--- config.mk ---
export PLATFORM = sky130hd
export DESIGN_NAME = tmr_rb_unit
export DESIGN_NICKNAME = d
export VERILOG_FILES = /design/src/rtl/tmr_rb_pkg.sv /design/src/rtl/tmr_rb_prescale.sv /design/src/rtl/tmr_rb_sync.sv /design/src/rtl/tmr_rb_chan.sv /design/src/rtl/tmr_rb_unit.sv
export SDC_FILE = /design/constraint.sdc
export NUM_CORES = 1
export LEC_CHECK = 0
export BUFFER_PORTS_ARGS = -buffer_cell sky130_fd_sc_hd__buf_2
export CORE_MARGIN = 2
export CORE_UTILIZATION = 63
export CTS_CLUSTER_DIAMETER = 50
export DETAILED_ROUTE_END_ITERATION = 8
export PLACE_DENSITY_LB_ADDON = 0.3
export SYNTH_ARGS = -nofsm -noshare
export SYNTH_HDL_FRONTEND = slang
export SYNTH_HIERARCHICAL = 1
export SYNTH_SLANG_ARGS = --single-unit
--- constraint.sdc ---
create_clock -name clk -period 2.9 [get_ports clk]
set_input_delay 0.145 -clock clk [delete_from_list [all_inputs] [get_ports clk]]
set_output_delay 0.145 -clock clk [all_outputs]
set_load 0.05 [all_outputs]
--- src/rtl/tmr_rb_pkg.sv ---
package tmr_rb_pkg;
  localparam int CNT_W = 16;

  typedef enum logic [1:0] {
    ACC_NONE = 2'b00,
    ACC_LO   = 2'b01,
    ACC_HI   = 2'b10,
    ACC_LH   = 2'b11
  } acc_e;

  typedef struct packed {
    acc_e       acc;
    logic [2:0] cmode;
    logic       ext_sel;
  } chan_cfg_t;
endpackage

--- src/rtl/tmr_rb_prescale.sv ---
module tmr_rb_prescale #(
  parameter int PRESCALE = 4
) (
  input  logic clk,
  input  logic rst,
  input  logic pwr_down,
  output logic tick
);
  localparam int PW = (PRESCALE > 1) ? $clog2(PRESCALE) : 1;
  logic [PW-1:0] div_q;

  always_ff @(posedge clk) begin
    if (rst) begin
      div_q <= '0;
      tick  <= 1'b0;
    end else if (!pwr_down) begin
      if (div_q == PW'(PRESCALE - 1)) begin
        div_q <= '0;
        tick  <= 1'b1;
      end else begin
        div_q <= div_q + 1'b1;
        tick  <= 1'b0;
      end
    end else begin
      tick <= 1'b0;
    end
  end

  // no internal tick follows a cycle in power-down
  assert_pd_gate_R10: assert property (@(posedge clk) disable iff (rst)
    pwr_down |=> !tick);
  // ticks are isolated pulses when the divide ratio exceeds one
  assert_tick_pulse_R10: assert property (@(posedge clk) disable iff (rst)
    (tick && PRESCALE > 1) |=> !tick);
endmodule

--- src/rtl/tmr_rb_sync.sv ---
module tmr_rb_sync (
  input  logic clk,
  input  logic rst,
  input  logic ext_in,
  output logic rise
);
  logic s1_q, s2_q, s3_q;

  always_ff @(posedge clk) begin
    if (rst) begin
      s1_q <= 1'b0;
      s2_q <= 1'b0;
      s3_q <= 1'b0;
    end else begin
      s1_q <= ext_in;
      s2_q <= s1_q;
      s3_q <= s2_q;
    end
  end

  assign rise = s2_q & ~s3_q;

  // one tick per synchronized rising edge
  assert_one_pulse_R11: assert property (@(posedge clk) disable iff (rst)
    rise |=> !rise);
endmodule

--- src/rtl/tmr_rb_chan.sv ---
module tmr_rb_chan
  import tmr_rb_pkg::*;
(
  input  logic       clk,
  input  logic       rst,
  input  logic       cfg_we,
  input  chan_cfg_t  cfg,
  input  logic       dat_we,
  input  logic [7:0] wdata,
  input  logic       dat_re,
  input  logic       rb_cnt,
  input  logic       rb_st,
  input  logic       tick_int,
  input  logic       tick_ext,
  output logic [7:0] rd_byte,
  output logic       out_q
);
  chan_cfg_t        cfg_q;
  logic [CNT_W-1:0] reload_q, count_q, cval_q;
  logic [7:0]       lowbuf_q, sval_q, stat_now;
  logic             null_q, armed_q, wptr_q, rptr_q, clat_q, slat_q;
  logic             tick, load_en;
  logic [CNT_W-1:0] load_val, rd_src;

  assign tick     = cfg_q.ext_sel ? tick_ext : tick_int;
  assign stat_now = {out_q, null_q, cfg_q.acc, cfg_q.cmode, cfg_q.ext_sel};

  always_comb begin
    load_en  = 1'b0;
    load_val = {8'h00, wdata};
    if (dat_we) begin
      case (cfg_q.acc)
        ACC_LO: load_en = 1'b1;
        ACC_HI: begin
          load_en  = 1'b1;
          load_val = {wdata, 8'h00};
        end
        ACC_LH: if (wptr_q) begin
          load_en  = 1'b1;
          load_val = {wdata, lowbuf_q};
        end
        default: load_en = 1'b0;
      endcase
    end
  end

  always_comb begin
    rd_src = clat_q ? cval_q : count_q;
    if (slat_q) rd_byte = sval_q;
    else begin
      case (cfg_q.acc)
        ACC_HI:  rd_byte = rd_src[15:8];
        ACC_LH:  rd_byte = rptr_q ? rd_src[15:8] : rd_src[7:0];
        default: rd_byte = rd_src[7:0];
      endcase
    end
  end

  always_ff @(posedge clk) begin
    if (rst) begin
      cfg_q    <= '{acc: ACC_LH, cmode: 3'd0, ext_sel: 1'b0};
      reload_q <= '0;
      count_q  <= '0;
      cval_q   <= '0;
      lowbuf_q <= '0;
      sval_q   <= '0;
      out_q    <= 1'b0;
      null_q   <= 1'b1;
      armed_q  <= 1'b0;
      wptr_q   <= 1'b0;
      rptr_q   <= 1'b0;
      clat_q   <= 1'b0;
      slat_q   <= 1'b0;
    end else begin
      if (armed_q && tick) begin
        if (count_q == CNT_W'(1)) begin
          count_q <= reload_q;
          out_q   <= ~out_q;
        end else begin
          count_q <= count_q - 1'b1;
        end
      end
      if (dat_we && cfg_q.acc == ACC_LH) begin
        wptr_q <= ~wptr_q;
        if (!wptr_q) lowbuf_q <= wdata;
      end
      if (load_en) begin
        reload_q <= load_val;
        count_q  <= load_val;
        armed_q  <= 1'b1;
        null_q   <= 1'b0;
      end
      if (dat_re) begin
        if (slat_q) slat_q <= 1'b0;
        else begin
          if (clat_q && (cfg_q.acc != ACC_LH || rptr_q)) clat_q <= 1'b0;
          if (cfg_q.acc == ACC_LH) rptr_q <= ~rptr_q;
        end
      end
      if (rb_cnt && !clat_q) begin
        clat_q <= 1'b1;
        cval_q <= count_q;
      end
      if (rb_st && !slat_q) begin
        slat_q <= 1'b1;
        sval_q <= stat_now;
      end
      if (cfg_we) begin
        cfg_q   <= cfg;
        wptr_q  <= 1'b0;
        rptr_q  <= 1'b0;
        armed_q <= 1'b0;
        null_q  <= 1'b1;
        out_q   <= 1'b0;
        clat_q  <= 1'b0;
        slat_q  <= 1'b0;
      end
    end
  end

  // an unread count snapshot stays frozen
  assert_cnt_hold_R6: assert property (@(posedge clk) disable iff (rst)
    (clat_q && !dat_re && !cfg_we) |=> (clat_q && $stable(cval_q)));
  // an unread status snapshot stays frozen
  assert_st_hold_R7: assert property (@(posedge clk) disable iff (rst)
    (slat_q && !dat_re && !cfg_we) |=> (slat_q && $stable(sval_q)));
  // a read with both held releases status only
  assert_status_first_R8: assert property (@(posedge clk) disable iff (rst)
    (slat_q && clat_q && dat_re && !cfg_we) |=> (clat_q && !slat_q));
  // terminal tick reloads and toggles
  assert_reload_R9: assert property (@(posedge clk) disable iff (rst)
    (armed_q && tick && count_q == CNT_W'(1) && !load_en && !cfg_we)
      |=> (count_q == $past(reload_q) && out_q != $past(out_q)));
  // snapshot holds the pre-tick count
  assert_capture_R12: assert property (@(posedge clk) disable iff (rst)
    (rb_cnt && !clat_q && !cfg_we) |=> (cval_q == $past(count_q)));
endmodule

--- src/rtl/tmr_rb_unit.sv ---
module tmr_rb_unit
  import tmr_rb_pkg::*;
#(
  parameter int NCH      = 3,
  parameter int PRESCALE = 4
) (
  input  logic           clk,
  input  logic           rst,
  input  logic           wr_en,
  input  logic           rd_en,
  input  logic [1:0]     addr,
  input  logic [7:0]     wdata,
  output logic [7:0]     rdata,
  input  logic [NCH-1:0] ext_clk,
  input  logic           pwr_down,
  output logic [NCH-1:0] cnt_out
);
  localparam logic [1:0] CMD_ADDR = 2'd3;

  logic           tick_int, is_cmd, is_rb;
  logic [NCH-1:0] cfg_we, dat_we, dat_re, rb_cnt, rb_st, tick_ext;
  logic [7:0]     rd_byte [NCH];
  logic [7:0]     sel_byte;
  chan_cfg_t      cfg_w;

  assign is_cmd = wr_en && addr == CMD_ADDR;
  assign is_rb  = is_cmd && wdata[7:6] == 2'b11;
  assign cfg_w  = '{acc: acc_e'(wdata[5:4]), cmode: wdata[3:1], ext_sel: wdata[0]};

  tmr_rb_prescale #(.PRESCALE(PRESCALE)) u_pre (
    .clk(clk), .rst(rst), .pwr_down(pwr_down), .tick(tick_int)
  );

  for (genvar i = 0; i < NCH; i++) begin : g_ch
    assign cfg_we[i] = is_cmd && !is_rb && wdata[7:6] == 2'(i) && wdata[5:4] != 2'b00;
    assign dat_we[i] = wr_en && addr == 2'(i);
    assign dat_re[i] = rd_en && addr == 2'(i);
    assign rb_cnt[i] = is_rb && !wdata[5] && wdata[1+i];
    assign rb_st[i]  = is_rb && !wdata[4] && wdata[1+i];

    tmr_rb_sync u_sync (
      .clk(clk), .rst(rst), .ext_in(ext_clk[i]), .rise(tick_ext[i])
    );

    tmr_rb_chan u_chan (
      .clk(clk), .rst(rst), .cfg_we(cfg_we[i]), .cfg(cfg_w),
      .dat_we(dat_we[i]), .wdata(wdata), .dat_re(dat_re[i]),
      .rb_cnt(rb_cnt[i]), .rb_st(rb_st[i]), .tick_int(tick_int),
      .tick_ext(tick_ext[i]), .rd_byte(rd_byte[i]), .out_q(cnt_out[i])
    );
  end

  always_comb begin
    sel_byte = 8'h00;
    for (int i = 0; i < NCH; i++)
      if (addr == 2'(i)) sel_byte = rd_byte[i];
  end

  always_ff @(posedge clk) begin
    if (rst) rdata <= 8'h00;
    else if (rd_en) rdata <= sel_byte;
  end

  // the command port reads back as zero
  assert_cmd_read_zero_R1: assert property (@(posedge clk) disable iff (rst)
    (rd_en && addr == CMD_ADDR) |=> rdata == 8'h00);
  // rdata only moves on a read
  assert_rdata_hold_R1: assert property (@(posedge clk) disable iff (rst)
    !rd_en |=> $stable(rdata));
endmodule

# Yosys cells after proc, flatten, opt, wreduce, memory -nomap -nowiden
# Index checks and enable logic that the tools add are counted.
dict set report classes {
  eq_ne 25
  addsub 4
  n_mux 65
  n_bitwise 18
  reduce_logical 84
}
# operator count
set ops {}
lappend ops {{16-bit 2-to-1 mux} 18}
lappend ops {{16-bit case mux with 2 select lines} 3}
lappend ops {{8-bit 2-to-1 mux} 9}
lappend ops {{16-bit by 1-bit == test with 1-bit output, second input constant} 3}
lappend ops {{8-bit case mux with 2 select lines} 3}
lappend ops {{16-bit by 1-bit subtractor with 16-bit output, second input constant} 3}
lappend ops {{1-bit logical AND} 38}
lappend ops {{1-bit 2-to-1 mux} 28}
lappend ops {{2-bit nonzero test} 13}
lappend ops {{2-bit == test, second input constant} 11}
lappend ops {{3-bit AND reduction} 6}
lappend ops {{1-bit NOT} 15}
lappend ops {{2-bit OR reduction} 7}
lappend ops {{2-bit != test, second input constant} 6}
lappend ops {{2-bit AND reduction} 6}
lappend ops {{2-bit by 1-bit == test with 1-bit output, second input constant} 5}
lappend ops {{1-bit logical NOT} 9}
lappend ops {{1-bit case mux with 2 select lines} 3}
lappend ops {{2-bit logical NOT} 2}
lappend ops {{1-bit AND} 3}
lappend ops {{1-bit logical OR} 3}
lappend ops {{2-bit by 1-bit adder with 2-bit output, second input constant} 1}
lappend ops {{2-bit 2-to-1 mux} 1}
dict set report word_totals {
  ff_bits 251
}

# Longest topological paths before layout
# Gate-level depths: netlist of run 1.
dict set report depth {
  ltp_word 8
  mapped_depth 11
  ltp_nobuf 8
}

# Cells and area by module
# Netlist of run 1, hierarchy kept.
# mod cells_each area_each_um2 instances
set by_module_without_submodules {}
lappend by_module_without_submodules {{tmr_rb_chan (g_ch[1].u_chan ...)} 457 3803.6 2}
lappend by_module_without_submodules {{tmr_rb_chan (g_ch[0].u_chan)} 464 3917.5 1}
lappend by_module_without_submodules {tmr_rb_unit 77 629.4 1}
lappend by_module_without_submodules {tmr_rb_sync 7 87.6 3}
lappend by_module_without_submodules {tmr_rb_prescale 10 108.9 1}

# Worst setup path before layout of run 1
# OpenSTA, ideal clock, no wires.
dict set report synth_path {
  path_type {register -> register}
  start {reg g_ch[1].u_chan.clat_q}
  end {reg rdata[7]}
  slack_ps 865
  synth_period_minus_slack_ps 2035
  arrival_time_ps 1907
  setup_ps 128
  path_stages_with_launch 9
  path_buffers 2
  path_cell_list {dfxtp_1 buf_2 buf_1 mux2i_1 o22ai_1 mux2_2 mux2_2 nand3b_1 a21oi_1}
}
# element line
set synth_lines {}
lappend synth_lines {{start, declared} tmr_rb_chan.sv:21} ;# logic null_q, armed_q, wptr_q, rptr_q, clat_q, slat_q;
lappend synth_lines {{start signal, assigned} tmr_rb_chan.sv:72} ;# clat_q <= 1'b0;
lappend synth_lines {{start signal, assigned} tmr_rb_chan.sv:96} ;# if (clat_q && (cfg_q.acc != ACC_LH || rptr_q)) clat_q <= 1'b0;
lappend synth_lines {{start signal, assigned} tmr_rb_chan.sv:101} ;# clat_q <= 1'b1;
lappend synth_lines {{end signal, assigned} tmr_rb_unit.sv:61} ;# else if (rd_en) rdata <= sel_byte;
lappend synth_lines {{end, declared} tmr_rb_unit.sv:13} ;# output logic [7:0] rdata,

# Worst setup path after layout of run 1
dict set report layout_path {
  start {reg g_ch[2].u_chan.count_q[0]}
  end {reg g_ch[2].u_chan.count_q[5]}
}
dict set report layout_between {
  elab_chain_len 4
  word_cells_on_any_way 5
  cone_classes {add/sub (1); eq/ne (1); mux (3)}
}
# element line
set layout_rtl {}
lappend layout_rtl {{start, declared} tmr_rb_chan.sv:19} ;# logic [CNT_W-1:0] reload_q, count_q, cval_q;
lappend layout_rtl {{start signal, assigned} tmr_rb_chan.sv:77} ;# count_q <= reload_q;
lappend layout_rtl {{start signal, assigned} tmr_rb_chan.sv:80} ;# count_q <= count_q - 1'b1;
lappend layout_rtl {{start signal, assigned} tmr_rb_chan.sv:89} ;# count_q <= load_val;
lappend layout_rtl {{16-bit by 1-bit subtractor with 16-bit output / 16-bit by 1-bit == test with 1-bit output (equally long branches)} {tmr_rb_chan.sv:80, tmr_rb_chan.sv:76}}
lappend layout_rtl {{16-bit 2-to-1 mux *} tmr_rb_chan.sv:76} ;# if (count_q == CNT_W'(1)) begin
lappend layout_rtl {{16-bit 2-to-1 mux *} tmr_rb_chan.sv:75} ;# if (armed_q && tick) begin
lappend layout_rtl {{16-bit 2-to-1 mux *} tmr_rb_chan.sv:87} ;# if (load_en) begin
# Every way passes the cells marked *; elsewhere a longest branch is shown, timed or not. The select of a mux whose other input is x is not followed.
# A chain may end at the register's enable or synchronous reset.

==> summary.md, run 1 <==
| Metric | Value |
|---|---|
| Status | `completed` |
| HPWL after detailed placement | `22620 µm` |
| Most frequent cells in the layout | `dfxtp_1 (251), nand2_1 (244), a21oi_1 (156)` |
| Syn Inst Count | `1486` |
| Avg Vias per Cell | `6.246` |
| Drt pass-1 iters | `5` |
| Share of the synthesized area in the top cell type | `40.12%` |
| Die area | `0.02103 mm²` |
| Hold depth | `3` |
| Gr usage total | `30.77%` |
| Main synth FF type | `dfxtp_1` |
| Total CTS buffers | `29` |
| Worst EP arrival | `2880 ps` |
| Final net count | `1501` |
| CP max FO | `27` |
| Leak pwr | `5.015 nW` |
| Synth cell types | `87` |
| Setup TNS | `0 ps` |
| Top cell type by total area after synthesis | `dfxtp_1` |
| Warning count from the yosys run | `6` |
| Fmax | `410.8 MHz` |
| CP peak stage delay | `530 ps` |
| DRC Markers | `0` |
| Startpoint class of the critical path | `register` |
| Net Count, Synth | `1520` |
| Post-synthesis sequential area ratio | `40.12%` |
| Worst path top cell family by delay | `simple AND/OR/NAND/NOR gates` |
| RSZ-0062 raised after global routing | `false` |
| Crit-path cells | `ha_1 -> nor4b_1 -> nand4_4 -> a311o_1 -> a211oi_1` |
| Synth top area cells | `dfxtp_1 (40%), mux2i_1 (8.0%), nand2_1 (7.3%)` |
| Pwr/cell area | `567.0 mW/mm²` |
| Worst hold start | `wdata[1]` |
| First-pass GRT wire length | `53450 µm` |
| Port bufs | `28` |
| Fillcell total | `1565` |
| Placed insts | `1695` |
| Final setup vio count | `0` |
| Final core occ | `70.68%` |
| Initial drt markers | `985` |
| Setup repair bufs after CTS | `0` |
| Vias | `10.95k` |
| MaxCap Viol Count | `0` |
| Post-Layout Cell Count | `1753` |
| Hold EP | `g_ch[0].u_chan/reload_q[9]$_SDFFE_PP0P_` |
| Flop2flop setup slack | `470 ps` |
| Setup WS post-layout | `465.9 ps` |
| Worst slew margin | `42.33%` |
| CP required | `3340 ps` |
| Post-route cell area | `0.01376 mm²` |
| CTS root buffer | `clkbuf_16` |
| Routed length per instance | `18.87 µm` |
| TritonCTS clock tree | `yes` |
| FP Rows | `51` |
| Htree depth | `1` |
| Most common cell after layout, fill and taps aside | `dfxtp_1` |
| Worst VDD drop | `0.5159 mV` |
| Initial antenna violation count | `0` |
| Post-Route WL | `33080 µm` |
| Worst skew pair latency | `540 ps` |
| Fin Hold WS | `41.97 ps` |
| Slew Limit Fails | `0` |
| Vias in the first global route | `10.44k` |
| WS Path Type | `reg2reg` |
| Clock sinks | `251` |
| Pin count of the biggest net entering global routing | `51` |
| Min Tclk post-route | `2434 ps` |
| Number of synthesized flops with an enable pin | `0` |
| Reg2reg path depth | `5` |
| DP Area | `0.01274 mm²` |
| Pre-CTS setup slack | `510.3 ps` |
| Worst Skew | `12.55 ps` |
| Share of cells above drive strength 1 | `12.64%` |
| Io pins | `29` |
| Crit-path slowest cell | `dfxtp_1` |
| Clk slew on worst S/H paths | `60 ps` |
| Core area | `0.01946 mm²` |
| Hold Fails Final Rpt | `0` |
| #FFs+latches synth | `251` |
| Final Total Pwr | `7.800 mW` |
| Synth async-reset ratio | `0%` |
| Syn Std Cell Area | `0.01253 mm²` |
| Worst R2R End | `g_ch[2].u_chan/count_q[5]$_SDFFE_PP0P_` |
| Die width | `145.0 µm` |
| Die Ht | `145.0 µm` |
| Mapped Avg Cell Area | `8.429 µm²` |
| Antenna-violating nets left | `0` |
| Area grow syn2layout | `9.829%` |
| Buf+Inv Stages, Crit Path | `0` |
| Grt total ovfl | `0` |
| Gp weighted congestion | `0.9198` |
| Worst Tran Pin Value | `863.3 ps` |
| Bufs on Longest Clock Path | `3` |
| RR Startpoint | `g_ch[2].u_chan/count_q[0]$_SDFFE_PP0P_` |
| Worst Setup End Kind | `register` |
| Initial Utilization | `64.36%` |
| Worst min path class | `in2reg` |
| Period utilization | `83.93%` |
[state kept, by name (all words and copies together) (netlist names)]
register / count
g_ch.u_chan/armed_q: 3
g_ch.u_chan/cfg_q: 18
g_ch.u_chan/clat_q: 3
g_ch.u_chan/count_q: 48
g_ch.u_chan/cval_q: 48
g_ch.u_chan/lowbuf_q: 24
g_ch.u_chan/null_q: 3
g_ch.u_chan/out_q: 3
g_ch.u_chan/reload_q: 48
g_ch.u_chan/rptr_q: 3
g_ch.u_chan/slat_q: 3
g_ch.u_chan/sval_q: 24
g_ch.u_chan/wptr_q: 3
g_ch.u_sync/s1_q: 3
g_ch.u_sync/s2_q: 3
g_ch.u_sync/s3_q: 3
rdata: 8
u_pre/div_q: 2
u_pre/tick: 1
[kinds of logic after synthesis]
| group | share of synthesized area, % |
|---|---|
| muxes | 10.78 |
| xor gates and xnor gates | 1.538 |
| and+or+nand+nor | 21.32 |
| buffers and inverters | 5.384 |
| DFF | 40.12 |
| AOI/OAI and AO/OA | 19.27 |
| adders and majority gates | 1.598 |
[cell usage after synthesis, types with 26 or more instances]
cell type  instances
a21oi_1          156
a22oi_1           36
a311oi_1          26
clkbuf_1          69
dfxtp_1          251
inv_1             29
mux2_2            31
mux2i_1          100
nand2_1          244
nor2_1           116
o21ai_0           29
o22ai_1           30
[worst max-delay path by stage]
stage	from	cells past startpoint	slack [ps]	endpoint
after CTS	g_ch[2].u_chan/count_q[0]$_SDFFE_PP0P_	5	500	g_ch[2].u_chan/count_q[5]$_SDFFE_PP0P_
after global placement	g_ch[2].u_chan/count_q[0]$_SDFFE_PP0P_	6	650	g_ch[2].u_chan/count_q[9]$_SDFFE_PP0P_
after floorplan	g_ch[1].u_chan/clat_q$_SDFFE_PP0P_	8	860	rdata[7]$_SDFFE_PP0P_
after global routing	g_ch[1].u_chan/count_q[0]$_SDFFE_PP0P_	6	310	g_ch[1].u_chan/count_q[4]$_SDFFE_PP0P_
after detailed placement	g_ch[2].u_chan/count_q[0]$_SDFFE_PP0P_	5	510	g_ch[2].u_chan/count_q[5]$_SDFFE_PP0P_
final	g_ch[2].u_chan/count_q[0]$_SDFFE_PP0P_	5	470	g_ch[2].u_chan/count_q[5]$_SDFFE_PP0P_
[metal layers]
| metal | track usage [%] | wire [µm] |
|---|---|---|
| met5 | 0 | 0 |
| met4 | 14.06 | 1539 |
| met3 | 4.182 | 2375 |
| met2 | 50.79 | 15490 |
| met1 | 40.22 | 13680 |
[area by class of cell]
class / count / area, µm² / share of cell area, %
Sequential cell: 251 / 5025 / 36.53
Antenna cell: 1 / 2.502 / 0.01819
Clock buffer: 43 / 848.3 / 6.166
Inverter: 29 / 108.9 / 0.7913
Multi-Input combinational cell: 1085 / 6839 / 49.71
Clock inverter: 8 / 105.1 / 0.7640
Tap cell: 265 / 331.6 / 2.410
Timing Repair Buffer: 71 / 496.7 / 3.611
[repair_timing]
item | 4_1_cts | 5_1_grt
resized for setup | 0 | 0
hold buffers | 6 | 0
hold endpoints to repair | 36 | 0
[power breakdown]
group          internal, mW  leakage, nW  total [mW]  switching [mW]
logic                 0.232         2.52       0.621           0.389
registers              3.51         2.03        3.57          0.0638
clock network          2.19        0.469        3.61            1.42
[worst reg2reg max path, cell delays in order, from the launching register on]
cell	delay, ps
dfxtp_1	530
ha_1	230
nor4b_1	500
nand4_4	400
a311o_1	450
a211oi_1	240
No activity file was read; power rests on OpenSTA's default activity.
==> inputs of run 2 (changes only) <==
Settings changed: ABC_AREA from default to 1.
Clock period 2.9 ns to 2.5 ns, I/O delays scaled along.
==> run 2 against run 1 <==
  * Core utilization fell by 0.54 points
  * Clock skew fell by 1.9 ps
  * Count of clock-buffer cells in the layout fell by 9
  * Critical path type unchanged
  * Critical endpoint is now rdata[5]$_SDFFE_PP0P_
  * Largest power group unchanged
==> summary.md, run 2 <==
| Metric | Value |
|---|---|
| Status | `completed` |
| Final setup vio count | `0 (unchanged)` |
| Initial antenna violation count | `2 (+2)` |
| Flop2flop setup slack | `370 ps (-100 ps)` |
| Top cells by count, synth | `nand2_1 (410), nor2_1 (356), dfxtp_1 (251)` |
| TritonCTS clock tree | `yes` |
| Top cell by count, worst path | `nor2_1` |
| Fillcell total | `1820 (+16%)` |
| Io pins | `29 (unchanged)` |
| Die area | `0.02247 mm² (+6.9%)` |
| Vias in the first global route | `11.86k (+14%)` |
| Worst EP arrival | `2610 ps (-270 ps)` |
| Htree depth | `1 (unchanged)` |
| Setup TNS | `0 ps (unchanged)` |
| Die Ht | `149.9 µm (+3.4%)` |
| Core area | `0.02096 mm² (+7.7%)` |
| CP max FO | `8 (-70%)` |
| Most common cell after layout, fill and taps aside | `nand2_1` |
| #FFs+latches synth | `251 (unchanged)` |
| Total CTS buffers | `30 (+3.4%)` |
| Hold Fails Final Rpt | `0 (unchanged)` |
| Bufs on Longest Clock Path | `3 (unchanged)` |
| Post-route cell area | `0.01470 mm² (+6.8%)` |
| Worst VDD drop | `0.5017 mV (-2.7%)` |
| Synth cell types | `35 (-60%)` |
| Port bufs | `28 (unchanged)` |
| Crit-path cells | `inv_1 -> ha_1 -> nor2_1 -> nor2_1 -> a21oi_1 -> a21oi_1 -> nand3_1 -> nand2_1 -> nor2_1 -> nor2_1` |
| Buf+Inv Stages, Crit Path | `1 (+1)` |
| RR Startpoint | `g_ch[1].u_chan/cfg_q[4]$_SDFFE_PP1P_` |
| Worst Skew | `10.63 ps (-1.914 ps)` |
| DP Area | `0.01359 mm² (+6.7%)` |
| Most frequent cells in the layout | `nand2_1 (410), nor2_1 (356), dfxtp_1 (251)` |
| Gp weighted congestion | `0.9337 (+1.5%)` |
| Leading registers by flop count | `g_ch.u_chan/count_q (48), g_ch.u_chan/cval_q (48), g_ch.u_chan/reload_q (48)` |
| Stages on worst setup path | `10 (+5)` |
| CP peak stage delay | `460 ps (-70 ps)` |
| Worst hold start | `addr[1]` |
| Period utilization | `85.20% (+1.3 points)` |
| Post-synthesis sequential area ratio | `37.47% (-2.6 points)` |
| CP required | `2980 ps (-360 ps)` |
| Pin count of the biggest net entering global routing | `40 (-22%)` |
| Net Count, Synth | `2061 (+36%)` |
| Clock sinks | `251 (unchanged)` |
| Fin Hold WS | `25.66 ps (-16.31 ps)` |
| Clk slew on worst S/H paths | `60 ps (about the same)` |
| DRC Markers | `0 (unchanged)` |
| Setup crit end | `rdata[5]$_SDFFE_PP0P_` |
| Synth async-reset ratio | `0% (unchanged)` |
| First-pass GRT wire length | `58620 µm (+9.7%)` |
| Warning count from the yosys run | `6 (unchanged)` |
| Antenna-violating nets left | `0 (unchanged)` |
| Number of synthesized flops with an enable pin | `0 (unchanged)` |
| Syn Std Cell Area | `0.01341 mm² (+7.1%)` |
| Worst R2R End | `rdata[5]$_SDFFE_PP0P_` |
| Top cell type by total area after synthesis | `dfxtp_1` |
| Reg2reg path depth | `10 (+5)` |
| CTS root buffer | `clkbuf_16` |
| Startpoint class of the critical path | `register` |
| Share of cells above drive strength 1 | `10.05% (-2.6 points)` |
| Min Tclk post-route | `2130 ps (-304.0 ps)` |
| Share of the synthesized area in the top cell type | `37.47% (-2.6 points)` |
| Avg Vias per Cell | `5.632 (-9.8%)` |
| Routed length per instance | `15.57 µm (-18%)` |
| Worst skew pair latency | `550 ps (about the same)` |
| Area grow syn2layout | `9.620%` |
| Final Total Pwr | `9.527 mW (+22%)` |
| Main synth FF type | `dfxtp_1` |
| Worst Setup End Kind | `register` |
| Worst slew margin | `46.62% (+4.3 points)` |
| Drt pass-1 iters | `7 (+2)` |
| Cell with the most instances after synthesis | `nand2_1` |
| Die width | `149.9 µm (+3.4%)` |
| Mapped Avg Cell Area | `6.615 µm² (-22%)` |
| CP Launch Point | `g_ch[1].u_chan/cfg_q[4]$_SDFFE_PP1P_` |
| Gr usage total | `32.14% (+1.4 points)` |
| HPWL after detailed placement | `25660 µm (+13%)` |
| MaxCap Viol Count | `0 (unchanged)` |
| Initial Utilization | `63.99% (-0.37 points)` |
| Final net count | `2072 (+38%)` |
| Slew Limit Fails | `0 (unchanged)` |
| Worst path top cell family by delay | `simple AND/OR/NAND/NOR gates` |
| FP Rows | `53 (+3.9%)` |
| Worst Tran Pin Value | `800.7 ps (-62.63 ps)` |
| Synth top area cells | `dfxtp_1 (37%), nand2_1 (11%), nor2_1 (10%)` |
| Crit-path slowest cell | `nor2_1` |
| Vias | `13.16k (+20%)` |
| Pwr/cell area | `648.1 mW/mm² (+14%)` |
| Worst min path class | `in2reg` |
| Syn Inst Count | `2027 (+36%)` |
| WS Path Type | `reg2reg` |
| Grt total ovfl | `0 (unchanged)` |
| Leak pwr | `6.664 nW (+33%)` |
| RSZ-0062 raised after global routing | `false` |
| Post-Route WL | `36380 µm (+10%)` |
| Initial drt markers | `1375 (+40%)` |
| Fmax | `469.5 MHz (+14%)` |
-- run 2: worst register-to-register path, cell delays in order (launching register included) --
cell and delay [ps]:
dfxtp_1 320, inv_1 160, ha_1 280, nor2_1 120, nor2_1 460, a21oi_1 140
a21oi_1 180, nand3_1 130, nand2_1 120, nor2_1 70, nor2_1 80
-- run 2: worst min path at each step --
stage / depth (start not counted) / endpoint / slack (ps)
after floorplan: 1 / g_ch[0].u_sync/s1_q$_SDFF_PP0_ / 200
after global placement: 3 / g_ch[0].u_sync/s1_q$_SDFF_PP0_ / 330
after detailed placement: 3 / g_ch[2].u_sync/s1_q$_SDFF_PP0_ / 330
after CTS: 3 / g_ch[2].u_chan/cfg_q[3]$_SDFFE_PP0P_ / 2
after global routing: 5 / rdata[7]$_SDFFE_PP0P_ / 50
final: 5 / rdata[7]$_SDFFE_PP0P_ / 30
-- run 2: power breakdown --
part	total (mW)	leakage, nW	switching, mW	internal, mW
registers	4.14	2.03	0.0558	4.08
clock network	4.39	0.494	1.78	2.62
logic	0.998	4.14	0.689	0.308
-- run 2: cell type report --
cell class,count,area (µm²),area share [%]
diodes,2,5.005,0.03405
inverters,240,915.9,6.231
well taps,275,344.1,2.341
clock inverters,20,207.7,1.413
repair buffers,68,467.9,3.184
multi-input cells,1447,6937,47.19
flip-flops and latches,251,5025,34.18
clock buffers,34,797.0,5.422
-- run 2: logic make-up after synthesis --
group                      count (synthesis)  synth area share (%)
adders and majority gates                 16                 1.493
buffers and inverters                    329                 10.80
AOI/OAI and AO/OA                        493                 20.59
and+or+nand+nor                          938                 29.64
DFF                                      251                 37.47
-- run 2: metal layers --
layer	up-vias	global-route usage, %	share of wire, %
met5	-	0	0
met4	0	11.75	3.7
met3	103	4.421	8.8
met2	548	50.50	45
met1	5943	45.09	43
li1	6567	-	-
-- run 2: repair_timing --
action / 4_1_cts / 5_1_grt
endpoints found under the setup margin: 0 / 0
hold buffers: 10 / 0
hold endpoints to repair: 19 / 0
buffers inserted: 0 / 0
gates resized for setup: 0 / 0
-- run 2: stage by stage --
step           util, %  instances  setup WS (ps)
3_5_place_dp     64.85       2271          333.2
2_1_floorplan        -       2027          939.2
6_report         70.15       2337          369.9
4_1_cts          70.12       2335          379.1
3_3_place_gp     64.85       2271          436.8
5_1_grt          70.15       2337          240.6
==> inputs of run 3 (changes only) <==
Settings changed: CAP_MARGIN from default to 20, CORE_ASPECT_RATIO from default to 0.8.
==> run 3 against run 2 <==
  * Count of clock-buffer cells in the layout is 6 higher
  * Largest power group is now registers
  * Sequential cell count stayed put
  * Clock power down 15%
  * Sequential power about the same
  * Critical endpoint is now rdata[4]$_SDFFE_PP0P_
  * Combinational power hardly changed
  * Largest cell class unchanged
  * Cell count decreased by 0.98%
  * Total power down 6.7%
  * Routed wire length up 0.35%
  * Worst setup slack improved by 79 ps
  * Global-route usage is 0.40 points lower
==> summary.md, run 3 (synthesis gave the netlist of run 2 again) <==
| Metric | Value |
|---|---|
| Initial drt markers | `1550 (+13%)` |
| Crit-path cells | `ha_1 -> buf_4 -> nor2_1 -> nor2_1 -> a21oi_1 -> a21oi_1 -> nand3_1 -> nand2_1 -> nor2_1 -> nor2_1` |
| Post-Route WL | `36500 µm (+0.35%)` |
| Gr usage total | `31.74% (-0.40 points)` |
| Routed length per instance | `15.77 µm (+1.3%)` |
| RSZ-0062 raised after global routing | `false` |
| Pre-CTS setup slack | `411.6 ps (+78.39 ps)` |
| Switching power | `2.366 mW (-6.1%)` |
| CP peak stage delay | `420 ps (-40 ps)` |
| Htree depth | `1 (unchanged)` |
| Flop2flop setup slack | `450 ps (+80 ps)` |
| Most frequent cells in the layout | `nand2_1 (410), nor2_1 (356), dfxtp_1 (251)` |
| FP Rows | `47 (-11%)` |
| DRC Markers | `0 (unchanged)` |
| CTS resizes | `0 (unchanged)` |
| Gp weighted congestion | `0.9589 (+2.7%)` |
| Fmax | `487.7 MHz (+3.9%)` |
| Antenna-violating nets left | `0 (unchanged)` |
| Bufs on Longest Clock Path | `3 (unchanged)` |
| HPWL after detailed placement | `26010 µm (+1.4%)` |
| Drt pass-1 iters | `6 (-1)` |
| Pin count of the biggest net entering global routing | `71 (+78%)` |
| Worst min path class | `in2reg` |
| Clk network pwr share | `42.1% (-4.0 points)` |
| Worst EP arrival | `2510 ps (-100 ps)` |
| Setup WS post-layout | `449.4 ps (+79.44 ps)` |
| Io pins | `29 (unchanged)` |
| Min Tclk post-route | `2051 ps (-79.44 ps)` |
| Worst VDD drop | `0.5832 mV (+16%)` |
| MaxCap Viol Count | `0 (unchanged)` |
| Total CTS buffers | `27 (-10%)` |
| Final setup vio count | `0 (unchanged)` |
| CTS root buffer | `clkbuf_16` |
| Die width | `167.1 µm (+11%)` |
| Area grow syn2layout | `7.782%` |
| Worst slew margin | `29.84% (-17 points)` |
| Vias | `13.22k (+0.46%)` |
| Cell-internal power | `6.520 mW (-6.9%)` |
| Worst Setup End Kind | `register` |
| Initial Utilization | `64.60% (+0.61 points)` |
| Die Ht | `134.5 µm (-10%)` |
| TritonCTS clock tree | `yes` |
| Most common cell after layout, fill and taps aside | `nand2_1` |
| WS Path Type | `reg2reg` |
| Clock sinks | `251 (unchanged)` |
| Port bufs | `28 (unchanged)` |
| Setup TNS | `0 ps (unchanged)` |
| First-pass GRT wire length | `58270 µm (-0.60%)` |
| Initial antenna violation count | `0 (-2)` |
| Power share of the combinational group | `11.3% (+0.8 points)` |
| Core area | `0.02076 mm² (-0.94%)` |
| Sw frac | `26.63% (+0.16 points)` |
| Share of cells above drive strength 1 | `9.291% (-0.76 points)` |
| Seq pwr share | `46.5% (+3.1 points)` |
| Leading registers by flop count | `g_ch.u_chan/count_q (48), g_ch.u_chan/cval_q (48), g_ch.u_chan/reload_q (48)` |
| Hold Fails Final Rpt | `0 (unchanged)` |
| Status | `completed` |
| CP max FO | `11 (+3)` |
| Ant diodes | `0 (-2)` |
| Crit-path slowest cell | `nor2_1` |
| Worst skew pair latency | `530 ps (-20 ps)` |
| Slew Limit Fails | `0 (unchanged)` |
| Die area | `0.02247 mm² (about the same)` |
| Startpoint class of the critical path | `register` |
| Pwr/cell area | `614.8 mW/mm² (-5.1%)` |
| Vias in the first global route | `11.56k (-2.5%)` |
| Final net count | `2062 (-0.48%)` |
| CP required | `2960 ps (-20 ps)` |
| Period utilization | `82.03% (-3.2 points)` |
| Leak pwr | `6.535 nW (-1.9%)` |
| Grt total ovfl | `0 (unchanged)` |
| Fin Hold WS | `31.96 ps (+6.301 ps)` |
| Avg Vias per Cell | `5.713 (+1.5%)` |
| Worst Tran Pin Value | `1051 ps (+250.6 ps)` |
| Top cell by count, worst path | `nor2_1` |
| Clk slew on worst S/H paths | `60 ps (about the same)` |
| Worst Skew | `11.58 ps (+0.9468 ps)` |
## run 3: changes by cell type in the layout (fill, tap and decap cells not counted), sizes merged
cell	change
diode	-2
buf	-3
bufinv	-3
clkinv	-5
clkbuf	+6
clkinvlp	-1
inv	-5
dlygate4sd3	-4
## run 3: what timing repair did
item	CTS	global route
setup endpoints to repair	0	0
setup buffers	0	0
hold buffers	6	0
endpoints found under the hold margin	7	0
## run 3: worst paths after layout
path	end	cells past startpoint	start
worst max-delay path	rdata[4]$_SDFFE_PP0P_	10	g_ch[1].u_chan/cfg_q[5]$_SDFFE_PP1P_
worst min-delay path	rdata[7]$_SDFFE_PP0P_	5	addr[1]
worst max register to register	rdata[4]$_SDFFE_PP0P_	10	g_ch[1].u_chan/cfg_q[5]$_SDFFE_PP1P_
worst min register to register	g_ch[0].u_sync/s2_q$_SDFF_PP0_	2	g_ch[0].u_sync/s1_q$_SDFF_PP0_
## run 3: worst max-delay path, delay by kind of cell (launching register included)
kind,cells,cell delay [ps]
fa+ha+maj,1,160
simple gates,6,950
flops,1,350
compound gates,2,350
buf+inv,1,170
## run 3: stage by stage
step | std cells | power, mW | utilization, % | cell area, µm²
2_1_floorplan | 2027 | 4.922 | - | 13410
3_3_place_gp | 2262 | 5.166 | 65.38 | 13570
3_5_place_dp | 2262 | 5.188 | 65.38 | 13570
4_1_cts | 2314 | 8.882 | 69.62 | 14450
5_1_grt | 2314 | 9.184 | 69.62 | 14450
6_report | 2314 | 8.886 | 69.62 | 14450
## run 3: power by group through the flow
stage / Combinational, mW / Clock (mW) / Sequential, mW
detailed placement: 0.967 / 0 / 4.22
global placement: 0.948 / 0 / 4.22
floorplan: 0.698 / 0 / 4.22
finish: 1.01 / 3.74 / 4.14
CTS: 0.981 / 3.77 / 4.13
global route: 1.11 / 3.93 / 4.14
## run 3: per-layer routing
layer | up-vias | GRT usage, % | wire (µm)
li1 | 6553 | - | -
met1 | 5953 | 47.42 | 16320
met2 | 630 | 46.73 | 14850
met3 | 85 | 5.569 | 4190
met4 | 0 | 9.674 | 1148
met5 | - | 0 | 0
## run 3: final cells by class
cell class | count | area [µm²]
Fill cell | 1787 | 6306
Clock inverter | 6 | 46.29
Tap cell | 269 | 336.6
Inverter | 240 | 915.9
Sequential cell | 251 | 5025
Clock buffer | 40 | 774.5
Timing Repair Buffer | 61 | 417.9
Multi-Input combinational cell | 1447 | 6937
